--- src/rtl/i2c_cmd_pkg.sv ---
package i2c_cmd_pkg;
  typedef enum logic [1:0] {
    SEQ_IDLE  = 2'd0,
    SEQ_START = 2'd1,
    SEQ_STOP  = 2'd2,
    SEQ_WRITE = 2'd3
  } seq_state_t;

  localparam int COND_PHASES = 2;
  localparam int BIT_PHASES  = 3;
endpackage

--- src/rtl/i2c_phase_timer.sv ---
module i2c_phase_timer #(
  parameter int PHASE_CYCLES = 4
) (
  input  logic clk,
  input  logic rst_n,
  input  logic restart,
  input  logic run,
  output logic tick
);
  localparam int CW = (PHASE_CYCLES > 1) ? $clog2(PHASE_CYCLES) : 1;
  localparam logic [CW-1:0] LAST = CW'(PHASE_CYCLES - 1);

  logic [CW-1:0] cnt;

  always_ff @(posedge clk or negedge rst_n) begin
    if (!rst_n)       cnt <= '0;
    else if (restart) cnt <= '0;
    else if (run)     cnt <= (cnt == LAST) ? '0 : cnt + 1'b1;
  end

  assign tick = run && !restart && (cnt == LAST);
endmodule

--- src/rtl/i2c_byte_shifter.sv ---
module i2c_byte_shifter #(
  parameter int WIDTH = 8
) (
  input  logic             clk,
  input  logic             rst_n,
  input  logic             load,
  input  logic [WIDTH-1:0] load_val,
  input  logic             shift,
  output logic             next_bit
);
  logic [WIDTH-1:0] sreg;

  always_ff @(posedge clk or negedge rst_n) begin
    if (!rst_n)     sreg <= '1;
    else if (load)  sreg <= load_val;
    else if (shift) sreg <= {sreg[WIDTH-2:0], 1'b1};
  end

  // bit that becomes current after the next shift; ones fill in so the
  // acknowledge clock sees a released line
  assign next_bit = sreg[WIDTH-2];
endmodule

--- src/rtl/i2c_cmd_master.sv ---
module i2c_cmd_master #(
  parameter int HOST_W       = 12,
  parameter int BYTE_W       = 8,
  parameter int PHASE_CYCLES = 4
) (
  input  logic              clk,
  input  logic              rst_n,
  input  logic              start_req,
  input  logic              stop_req,
  input  logic              wr_req,
  input  logic [HOST_W-1:0] wr_data,
  input  logic              sda_in,
  output logic              busy,
  output logic              done,
  output logic              nack,
  output logic              scl_oe,
  output logic              sda_oe
);
  import i2c_cmd_pkg::*;

  localparam int BIT_TOTAL = BYTE_W + 1;
  localparam int BCW       = $clog2(BIT_TOTAL + 1);
  localparam logic [BCW-1:0] ACK_IDX = BCW'(BYTE_W);

  seq_state_t     state;
  logic [1:0]     phase;
  logic [BCW-1:0] bit_idx;
  logic           tick, accept, ld_byte, sh_byte, nxt_bit;

  assign busy    = (state != SEQ_IDLE);
  assign accept  = !busy && (start_req || stop_req || wr_req);
  assign ld_byte = accept && !start_req && !stop_req;
  assign sh_byte = (state == SEQ_WRITE) && tick && (phase == 2'd2) && (bit_idx != ACK_IDX);

  i2c_phase_timer #(.PHASE_CYCLES(PHASE_CYCLES)) u_timer (
    .clk(clk), .rst_n(rst_n), .restart(accept), .run(busy), .tick(tick)
  );

  i2c_byte_shifter #(.WIDTH(BYTE_W)) u_shift (
    .clk(clk), .rst_n(rst_n), .load(ld_byte), .load_val(wr_data[BYTE_W-1:0]),
    .shift(sh_byte), .next_bit(nxt_bit)
  );

  always_ff @(posedge clk or negedge rst_n) begin
    if (!rst_n) begin
      state   <= SEQ_IDLE;
      phase   <= 2'd0;
      bit_idx <= '0;
      done    <= 1'b0;
      nack    <= 1'b0;
      scl_oe  <= 1'b0;
      sda_oe  <= 1'b0;
    end else begin
      done <= 1'b0;
      if (accept) begin
        phase   <= 2'd0;
        bit_idx <= '0;
        if (start_req) begin
          state  <= SEQ_START;
          scl_oe <= 1'b0;
          sda_oe <= 1'b0;
        end else if (stop_req) begin
          state  <= SEQ_STOP;
          scl_oe <= 1'b0;
          sda_oe <= 1'b1;
        end else begin
          state  <= SEQ_WRITE;
          scl_oe <= 1'b1;
          sda_oe <= !wr_data[BYTE_W-1];
        end
      end else if (tick) begin
        unique case (state)
          SEQ_START, SEQ_STOP: begin
            if (phase == 2'd0) begin
              phase  <= 2'd1;
              sda_oe <= (state == SEQ_START);
            end else begin
              state <= SEQ_IDLE;
              done  <= 1'b1;
            end
          end
          SEQ_WRITE: begin
            unique case (phase)
              2'd0: begin
                phase  <= 2'd1;
                scl_oe <= 1'b0;
              end
              2'd1: begin
                phase  <= 2'd2;
                scl_oe <= 1'b1;
                if (bit_idx == ACK_IDX) nack <= sda_in;
              end
              default: begin
                if (bit_idx == ACK_IDX) begin
                  state <= SEQ_IDLE;
                  done  <= 1'b1;
                end else begin
                  phase   <= 2'd0;
                  bit_idx <= bit_idx + 1'b1;
                  sda_oe  <= (bit_idx == ACK_IDX - 1'b1) ? 1'b0 : !nxt_bit;
                end
              end
            endcase
          end
          default: ;
        endcase
      end
    end
  end
endmodule

--- config.mk ---
export PLATFORM = sky130hd
export DESIGN_NAME = i2c_cmd_master
export DESIGN_NICKNAME = d
export VERILOG_FILES = /design/src/rtl/i2c_cmd_pkg.sv /design/src/rtl/i2c_phase_timer.sv /design/src/rtl/i2c_byte_shifter.sv /design/src/rtl/i2c_cmd_master.sv
export SDC_FILE = /design/constraint.sdc
export NUM_CORES = 1
export LEC_CHECK = 0
export ABC_CLOCK_PERIOD_IN_PS = 2070
export BUFFER_PORTS_ARGS = -buffer_cell sky130_fd_sc_hd__buf_2
export CAP_MARGIN = 15
export CORE_MARGIN = 1
export CORE_UTILIZATION = 55
export CTS_CLUSTER_DIAMETER = 40
export CTS_CLUSTER_SIZE = 20
export DETAILED_ROUTE_END_ITERATION = 6
export PLACE_DENSITY_LB_ADDON = 0.3
export REMOVE_ABC_BUFFERS = 1
export SLEW_MARGIN = 20
export SYNTH_ARGS = -nofsm -noshare
export SYNTH_HDL_FRONTEND = slang
export SYNTH_SLANG_ARGS = --single-unit
--- constraint.sdc ---
create_clock -name clk -period 2.07 [get_ports clk]
set_clock_uncertainty 0.1 [all_clocks]
set_input_delay 0.207 -clock clk [delete_from_list [all_inputs] [get_ports clk]]
set_output_delay 0.207 -clock clk [all_outputs]
set_load 0.02 [all_outputs]
======== Yosys cells after proc, flatten, opt, wreduce, memory -nomap -nowiden ========
Index checks and enable logic that the tools add are counted.
operators by class
  reduce and logical (&&, ||, !) cells .... 32
  muxes and demuxes ....................... 45
  bitwise logic cells ..................... 1
  add/subtract/negate cells ............... 2
  eq/ne operators ......................... 17
operators by type and width
  cell                 count
  $mux 2               13
  $mux 4               5
  $mux 1               19
  $reduce_and 5->1     3
  $mux 7               2
  $ne 3x3->1 const B   4
  $pmux 2 s2           3
  $reduce_bool 2->1    5
  $eq 2x2->1 const B   4
  $logic_and 1x1->1    8
  $reduce_and 4->1     2
  $logic_not 1->1      6
  $pmux 1 s2           3
  $reduce_bool 3->1    2
  $ne 5x4->1 const B   1
  $add 4x1->4 const B  1
  $eq 2x1->1 const B   2
  $eq 4x3->1 const B   1
  $eq 4x4->1 const B   1
  $ne 4x4->1 const B   1
  $reduce_or 2->1      2
  $ne 3x2->1 const B   1
  $reduce_and 3->1     1
  $add 2x1->2 const B  1
  other kinds (5)      6
storage, ports and cells
  bits in registers ....................... 21
  output and inout bits ................... 5
  input port bits ......................... 18
  word-level logic and storage cells ...... 106

======== Longest topological paths before layout ========
Gate-level depths: netlist (run 1).
  word-level depth ........................ 11
  depth in mapped cells ................... 7

======== Modules after synthesis ========
Synthesis (run 1) repeated with hierarchy kept, for this count alone.
unflattened totals
  cell total of the unflattened synthesis .. 138
  area, all modules ....................... 1307.5 µm²
by module, submodules not included
  module            times used  cells each  seq. area each (µm²)  area each (µm²)
  i2c_cmd_master    1           98          300.3                 872.1
  i2c_byte_shifter  1           30          183.9                 327.8
  i2c_phase_timer   1           10          50.0                  107.6

======== Worst setup path after synthesis (run 1) ========
No wires, ideal clock.
  path kind ............................... register to register
  start point ............................. register state[0]
  end point ............................... register phase[0]
  setup time .............................. 0.069 ns
  slack ................................... 0.321 ns
  required time ........................... 1.901 ns
  stages on the path, launching flop included .. 7
  buffers on the path ..................... 0
  data arrival time ....................... 1.581 ns
  path through ............................ dfrtp_1 inv_1 ha_1 nor3b_1 o21ai_1 or4_1 nand3_1
between the ends
  cells in the longest elaborated chain, start to end .. 8
  elaborated cells on any way between the ends .. 18
  those cells by class .................... eq/ne (5); mux (3); reduce/logical (10)
RTL lines
  what                             RTL line               RTL
  start, declared                  i2c_cmd_master.sv:25   seq_state_t state;
  start signal, assigned           i2c_cmd_master.sv:46   state <= SEQ_IDLE;
  start signal, assigned           i2c_cmd_master.sv:59   state <= SEQ_START;
  start signal, assigned           i2c_cmd_master.sv:63   state <= SEQ_STOP;
  $reduce_bool 2->1                i2c_cmd_master.sv:30   assign busy = (state != SEQ_IDLE);
  $logic_not 1->1                  i2c_cmd_master.sv:31   assign accept = !busy && (start_req || stop_req || wr_req);
  $logic_and 1x1->1                i2c_cmd_master.sv:31
  $logic_not 1->1                  i2c_phase_timer.sv:21  assign tick = run && !restart && (cnt == LAST);
  $logic_and 1x1->1 (2 in series)  i2c_phase_timer.sv:21
  $reduce_bool 2->1 (no line)      n/a
  $reduce_and 4->1 (no line)       n/a
  end signal, assigned             i2c_cmd_master.sv:47   phase <= 2'd0;
  end signal, assigned             i2c_cmd_master.sv:56   phase <= 2'd0;
  end signal, assigned             i2c_cmd_master.sv:75   phase <= 2'd1;
  end, declared                    i2c_cmd_master.sv:26   logic [1:0] phase;
Parallel ways exist; a longest one is shown, timed or not. The select of a mux whose other input is x is not followed.
A chain may end at the register's enable or synchronous reset.

======== Worst setup path in the final report (run 1) ========
Ends and elaborated chain as after synthesis.

==> impl_metrics.json, run 1 <==
{
  "path_delay_family": "simple AND/OR/NAND/NOR gates",
  "final_weighted_congestion_in_routability_driven_placement": 0.857,
  "leading_cell_types_by_count_after_synthesis": "sky130_fd_sc_hd__dfrtp_1, sky130_fd_sc_hd__nand2_1, sky130_fd_sc_hd__inv_1, sky130_fd_sc_hd__nand3_1",
  "design.core.area_um2": 2250,
  "hp-class": "in -> reg",
  "overflow": 0,
  "synthDistinctLibCells": 44,
  "vias": 1102,
  "setup.reg_to_reg.worst_slack_ns": 0.16,
  "cp-endpoint": "phase[0]",
  "criticalPathCategory": "reg -> reg",
  "multi_input_comb_area_um2": 724,
  "netlist_instances": 135,
  "synth.top_cell.area_share_pct": 26.0,
  "crit_fanout": 7,
  "clock_sinks": 21,
  "clock_buffers_created_by_tritoncts": 3,
  "synth_edf_count": 0,
  "max_freq_mhz": 525,
  "beginning_of_the_worst_register_to_register_path": "state[0]",
  "first_global_vias": 1118,
  "gr-usage-all-layers_pct": 24.4,
  "count_of_buffers_from_port_buffering": 18,
  "drt-vias-per-instance": 5.83,
  "report.final.setup_viol": 0,
  "vdd_drop_max_mv": 0.605,
  "floorplan.die_area_um2": 2650,
  "p_per_area_nw_per_um2": 1070,
  "maxCapViolCount": 0,
  "max_stage_delay_ns": 0.44,
  "post_cts_buffers": 0,
  "final_net_count": 188,
  "final_antenna_net_count": 0,
  "syn_area_per_cell_um2": 9.97,
  "yosysMostFrequentCell": "sky130_fd_sc_hd__dfrtp_1",
  "reg2reg_to": "phase[0]",
  "detailed_placement_hpwl_mm": 1.96,
  "period_share_pct": 92.1,
  "clk-insertion-delay-late_ns": 0.31,
  "grt_first_pass_wirelength_mm": 4.75,
  "fillCellCount": 188,
  "layout_min_cycle_time_ns": 1.91,
  "drive_above_1_share_pct": 28.0,
  "synth_flop_cell": "sky130_fd_sc_hd__dfrtp_1",
  "hold_ws_ns": 0.0125,
  "power.leakage_nw": 0.700,
  "setup.worst_path.start": "state[0]",
  "pin_count_of_the_biggest_net_entering_global_routing": 22,
  "avgRoutedWirePerCell_um": 14.3,
  "ys_seq_elements": 21,
  "end_kind": "flip-flop",
  "timing.critical_path.arrival_ns": 2.07,
  "cts_tree": "built",
  "timing.final.hold_violations": 0,
  "drt_wl_total_mm": 2.71,
  "synthTopCellsByArea": "sky130_fd_sc_hd__dfrtp_1, sky130_fd_sc_hd__dfstp_2, sky130_fd_sc_hd__ha_1",
  "iteration_count_of_the_initial_detailed_routing_pass": 4,
  "reg2reg_depth": 6,
  "synthToLayoutAreaGrowth_pct": 14.8,
  "critical_path.startpoint_type": "flip-flop",
  "path_depth": 6,
  "clkSlewWorstSetupHoldPaths_ns": 0.13,
  "part_of_the_yosys_area_used_for_sequential_elements_pct": 39.7,
  "netlist.top_cell.by_area": "sky130_fd_sc_hd__dfrtp_1",
  "dieHeight_um": 51.5,
  "unrepaired_setup_endpoints_after_global_routing": "no",
  "width_of_the_die_um": 51.5,
  "path_cells": "inv_1 > ha_2 > nor3b_1 > o21ai_1 > or4_1 > nand3_1",
  "status": "completed",
  "cp.required_ns": 2.23,
  "io_pins": 23,
  "final-max-slew-violation-count": 0,
  "seqCellArea_um2": 534,
  "actual_transition_at_the_worst_max_transition_pin_ns": 0.859,
  "grt_antenna_before_repair": 0,
  "antenna_cells": 0,
  "drt_drc_violations_left": 0,
  "share_of_flip_flops_with_an_asynchronous_set_or_reset_pct": 100,
  "start_util_pct": 59.7,
  "ctsLongestPathBuffers": 2,
  "max-slew-margin-rel_pct": 42.2,
  "syn_area_um2": 1350,
  "ys.warnings.count": 0,
  "htree_num_levels": 1,
  "worst_path_slowest_cell": "sky130_fd_sc_hd__dfrtp_1",
  "cp.buffers_inverters": 1,
  "cts.root.buffer_cell": "sky130_fd_sc_hd__clkbuf_4",
  "fin_tns_setup_ns": 0,
  "core.rowCount": 17,
  "drt_first_iter_violations": 25
}
[worst register-to-register path: cells and delay by family (launching register included)]
family / cells / cell delay, ns
fa+ha+maj: 1 / 0.38
simple gates: 3 / 0.70
compound gates: 1 / 0.14
flops: 1 / 0.44
buf+inv: 1 / 0.08
[per-layer routing]
layer	wire [µm]	vias up	track usage, %
met5	0	-	0
met4	57	0	13.1
met3	75	6	2.98
met2	1350	27	40.9
met1	1230	524	30.2
li1	-	545	-
[placed cells by master, fill, tap and decap left out, drive strengths merged, types with 4 or more instances in the layout]
master and count:
nor2 7, and3 4, a21oi 8, nor2b 4
ha 8, nand2 11, dfstp 7, dlygate4sd3 7
dfrtp 14, nor3b 5, nand3 9, inv 9
buf 22, o21ai 4
[repair_timing]
action	CTS	global route
setup endpoints to repair	0	5
hold buffers	7	0
resized for setup	0	2
endpoints found under the hold margin	20	0
[how the worst min path moves through the flow]
stage	startpoint	to	slack (ns)	cells after the start
finish	wr_data[0]	u_shift.sreg[0]	0.01	3
global route	wr_data[5]	u_shift.sreg[5]	0.04	3
CTS	wr_data[0]	u_shift.sreg[0]	0.004	3
detailed placement	rst_n	sda_oe	0.1	1
global placement	rst_n	phase[1]	0.08	1
floorplan	rst_n	bit_idx[0]	-0.19	0
[layout make-up]
class / instances / area share (%)
clock buffer: 3 / 1.46
clock inverter: 1 / 0.324
inverter: 9 / 2.19
multi-input combinational: 98 / 46.9
sequential: 21 / 34.6
tap: 28 / 2.27
timing repair buffer: 29 / 12.3
[metrics by stage]
stage	utilization [%]	total power [W]	cell area (µm²)	worst slack (ns)	instances
floorplan	-	0.00121	1290	0.246	128
global placement	64.0	0.00138	1440	0.184	178
detailed placement	64.0	0.00143	1440	0.138	178
CTS	68.4	0.00165	1540	0.120	189
global route	68.5	0.00178	1550	0.0289	189
finish	68.5	0.00165	1550	0.165	189
[report_power, final]
part | total (W) | internal [W] | switching (W)
registers | 0.000678 | 0.000586 | 0.0000919
clock network | 0.000212 | 0.0000723 | 0.000140
logic | 0.000764 | 0.000359 | 0.000406
[sequential cells by signal, indices dropped and copies added (netlist names)]
signal	flops
bit_idx	4
done	1
nack	1
phase	2
scl_oe	1
sda_oe	1
state	2
u_shift.sreg	7
u_timer.cnt	2
[cell families after synthesis]
group                      Yosys count  share of synthesized area (%)
muxes                                1                          0.836
xor gates and xnor gates             2                           1.30
buffers and inverters               16                           6.78
DFF                                 21                           39.7
adders and majority gates            8                           7.44
AOI/OAI and AO/OA                   30                           15.4
and+or+nand+nor                     57                           28.5
Note: power is estimated with default switching activity, not from simulation.
==> inputs of run 2 (changes only) <==
--- a/config.mk
+++ b/config.mk
@@ -8,8 +8,10 @@
 export ABC_CLOCK_PERIOD_IN_PS = 2070
 export BUFFER_PORTS_ARGS = -buffer_cell sky130_fd_sc_hd__buf_2
 export CAP_MARGIN = 15
+export CELL_PAD_IN_SITES_DETAIL_PLACEMENT = 1
+export CELL_PAD_IN_SITES_GLOBAL_PLACEMENT = 1
 export CORE_MARGIN = 1
-export CORE_UTILIZATION = 55
+export CORE_UTILIZATION = 42
 export CTS_CLUSTER_DIAMETER = 40
 export CTS_CLUSTER_SIZE = 20
 export DETAILED_ROUTE_END_ITERATION = 6
==> run 2 against run 1 <==
Against the previous run:
- die area grew 30%
- final area down 1.1%
- sequential share of layout area is 0.48 points higher
- via count down 1.3%
- first-iteration DRC count is 8.0% higher
- worst hold slack worse by 0.0037 ns
- power rose by 2.1%
- critical path depth did not move
- clock power decreased by 5%
- core utilization shrank 18 points
- register-to-register slack worse by 0.02 ns
- highest routed layer unchanged
==> impl_metrics.json, run 2 (synthesis results as in run 1) <==
{
  "grt_first_pass_wirelength_mm": 5.10,
  "report.final.setup_viol": 0,
  "power.leakage_nw": 0.684,
  "period_share_pct": 92.9,
  "drt-vias-per-instance": 5.41,
  "max-slew-margin-rel_pct": 38.4,
  "drt_first_iter_violations": 27,
  "overflow": 0,
  "status": "completed",
  "final-max-slew-violation-count": 0,
  "route.layer.met1.wl_mm": 1.33,
  "antenna_cells": 0,
  "start_util_pct": 44.1,
  "vdd_drop_max_mv": 0.543,
  "hp-class": "in -> reg",
  "top_regs": "u_shift.sreg x7, bit_idx x4",
  "synthToLayoutAreaGrowth_pct": 13.5,
  "crit_fanout": 13,
  "floorplan.die_area_um2": 3440,
  "core.rowCount": 20,
  "p_per_area_nw_per_um2": 1110,
  "first_global_vias": 1085,
  "fin_total_pwr_w": 0.00169,
  "maxUsedRoutingLayer": "met4",
  "hold_ws_ns": 0.00873,
  "final_net_count": 184,
  "clock_buffers_created_by_tritoncts": 3,
  "drive_above_1_share_pct": 29.3,
  "largest_reg_flops": 7,
  "gr-usage-all-layers_pct": 19.6,
  "fin_tns_setup_ns": 0,
  "layout_min_cycle_time_ns": 1.92,
  "min_delay_path_depth": 2,
  "htree_num_levels": 1,
  "io_pins": 23,
  "reg2reg_depth": 6,
  "setup.reg_to_reg.worst_slack_ns": 0.15,
  "path_cells": "inv_1 > ha_1 > and4b_4 > nand3b_4 > and3_1 > a211o_1",
  "iteration_count_of_the_initial_detailed_routing_pass": 4,
  "grt_antenna_before_repair": 0,
  "criticalPathCategory": "reg -> reg",
  "reg2reg_to": "u_shift.sreg[1]",
  "mostFrequentLayoutCell": "sky130_fd_sc_hd__buf_2",
  "ctsLongestPathBuffers": 2,
  "critical_path.startpoint_type": "flip-flop",
  "most_frequent_cells_in_the_layout": "sky130_fd_sc_hd__buf_2, sky130_fd_sc_hd__dfrtp_1, sky130_fd_sc_hd__nand2_1",
  "vias": 1088,
  "dr_wl_met2_mm": 1.60,
  "fillCellCount": 374,
  "drt_wl_total_mm": 3.02,
  "design.core.area_um2": 3050,
  "cts_tree": "built",
  "worst_path_slowest_cell": "sky130_fd_sc_hd__dfrtp_1",
  "postLayoutCoreUtil_pct": 50.0,
  "dp_worst_setup_slack_ns": 0.119,
  "wl_met3_um": 49,
  "cts.root.buffer_cell": "sky130_fd_sc_hd__clkbuf_4",
  "max_stage_delay_ns": 0.42,
  "top_register": "u_shift.sreg",
  "actual_transition_at_the_worst_max_transition_pin_ns": 0.916,
  "detailed_placement_hpwl_mm": 2.30,
  "maxCapViolCount": 0,
  "clkSlewWorstSetupHoldPaths_ns": 0.12,
  "clock_sinks": 21,
  "avgRoutedWirePerCell_um": 15.0,
  "timing.critical_path.arrival_ns": 2.07,
  "cp.required_ns": 2.22,
  "drt_drc_violations_left": 0,
  "count_of_buffers_from_port_buffering": 18,
  "width_of_the_die_um": 58.6,
  "timing.final.hold_violations": 0,
  "final_antenna_net_count": 0,
  "dieHeight_um": 58.6,
  "layout_setup_ws_ns": 0.147,
  "hold_path_startpoint": "wr_data[2]",
  "max_freq_mhz": 520,
  "pin_count_of_the_biggest_net_entering_global_routing": 22,
  "beginning_of_the_worst_register_to_register_path": "state[1]",
  "hold_path_end": "u_shift.sreg[2]",
  "unrepaired_setup_endpoints_after_global_routing": "no",
  "final_weighted_congestion_in_routability_driven_placement": 0.858,
  "clk-insertion-delay-late_ns": 0.30,
  "end_kind": "flip-flop"
}
-- run 2: how the worst max path moves through the flow --
stage	from	end	cells past startpoint
after floorplan	state[0]	u_shift.sreg[1]	5
after global placement	state[0]	u_shift.sreg[2]	6
after detailed placement	state[0]	u_shift.sreg[1]	6
after CTS	state[0]	phase[0]	6
after global routing	state[1]	phase[0]	6
final	state[1]	u_shift.sreg[1]	6
-- run 2: through the flow --
step	cell area [µm²]	std cells
floorplan	1290	128
global placement	1460	194
detailed placement	1460	194
CTS	1510	200
global route	1530	201
finish	1530	201
-- run 2: timing repair --
item | 4_1_cts | 5_1_grt
endpoints found under the hold margin | 15 | 0
endpoints found under the setup margin | 0 | 3
buffers inserted | 0 | 1
resized for setup | 0 | 4
hold buffers | 2 | 0
-- run 2: report_power, final --
group	internal [W]	total, W	leakage (nW)	switching [W]
clock	0.0000750	0.000202	0.0150	0.000127
combinational	0.000379	0.000805	0.411	0.000426
sequential	0.000588	0.000683	0.257	0.0000942
total	0.00104	0.00169	0.684	0.000647
-- run 2: worst max-delay path: cells and delay by family, from the launching register on --
family                   cells  cell delay (ns)
AO/OA/AOI/OAI                1             0.26
flip-flops                   1             0.42
AND/OR/NAND/NOR              3             0.79
adder cells (fa/ha/maj)      1             0.21
buffers and inverters        1             0.10
-- run 2: metal layers --
layer | GRT usage, % | vias to the layer above
met5 | 0 | -
met4 | 6.46 | 0
met3 | 2.20 | 4
met2 | 34.2 | 10
met1 | 25.2 | 538
li1 | - | 536
-- run 2: cell type report --
type	count	area, µm²	share of cell area [%]
clock buffers	4	26.3	1.72
inverters	9	33.8	2.21
well taps	44	55.1	3.60
multi-input cells	98	729	47.7
repair buffers	25	148	9.66
flip-flops and latches	21	536	35.1
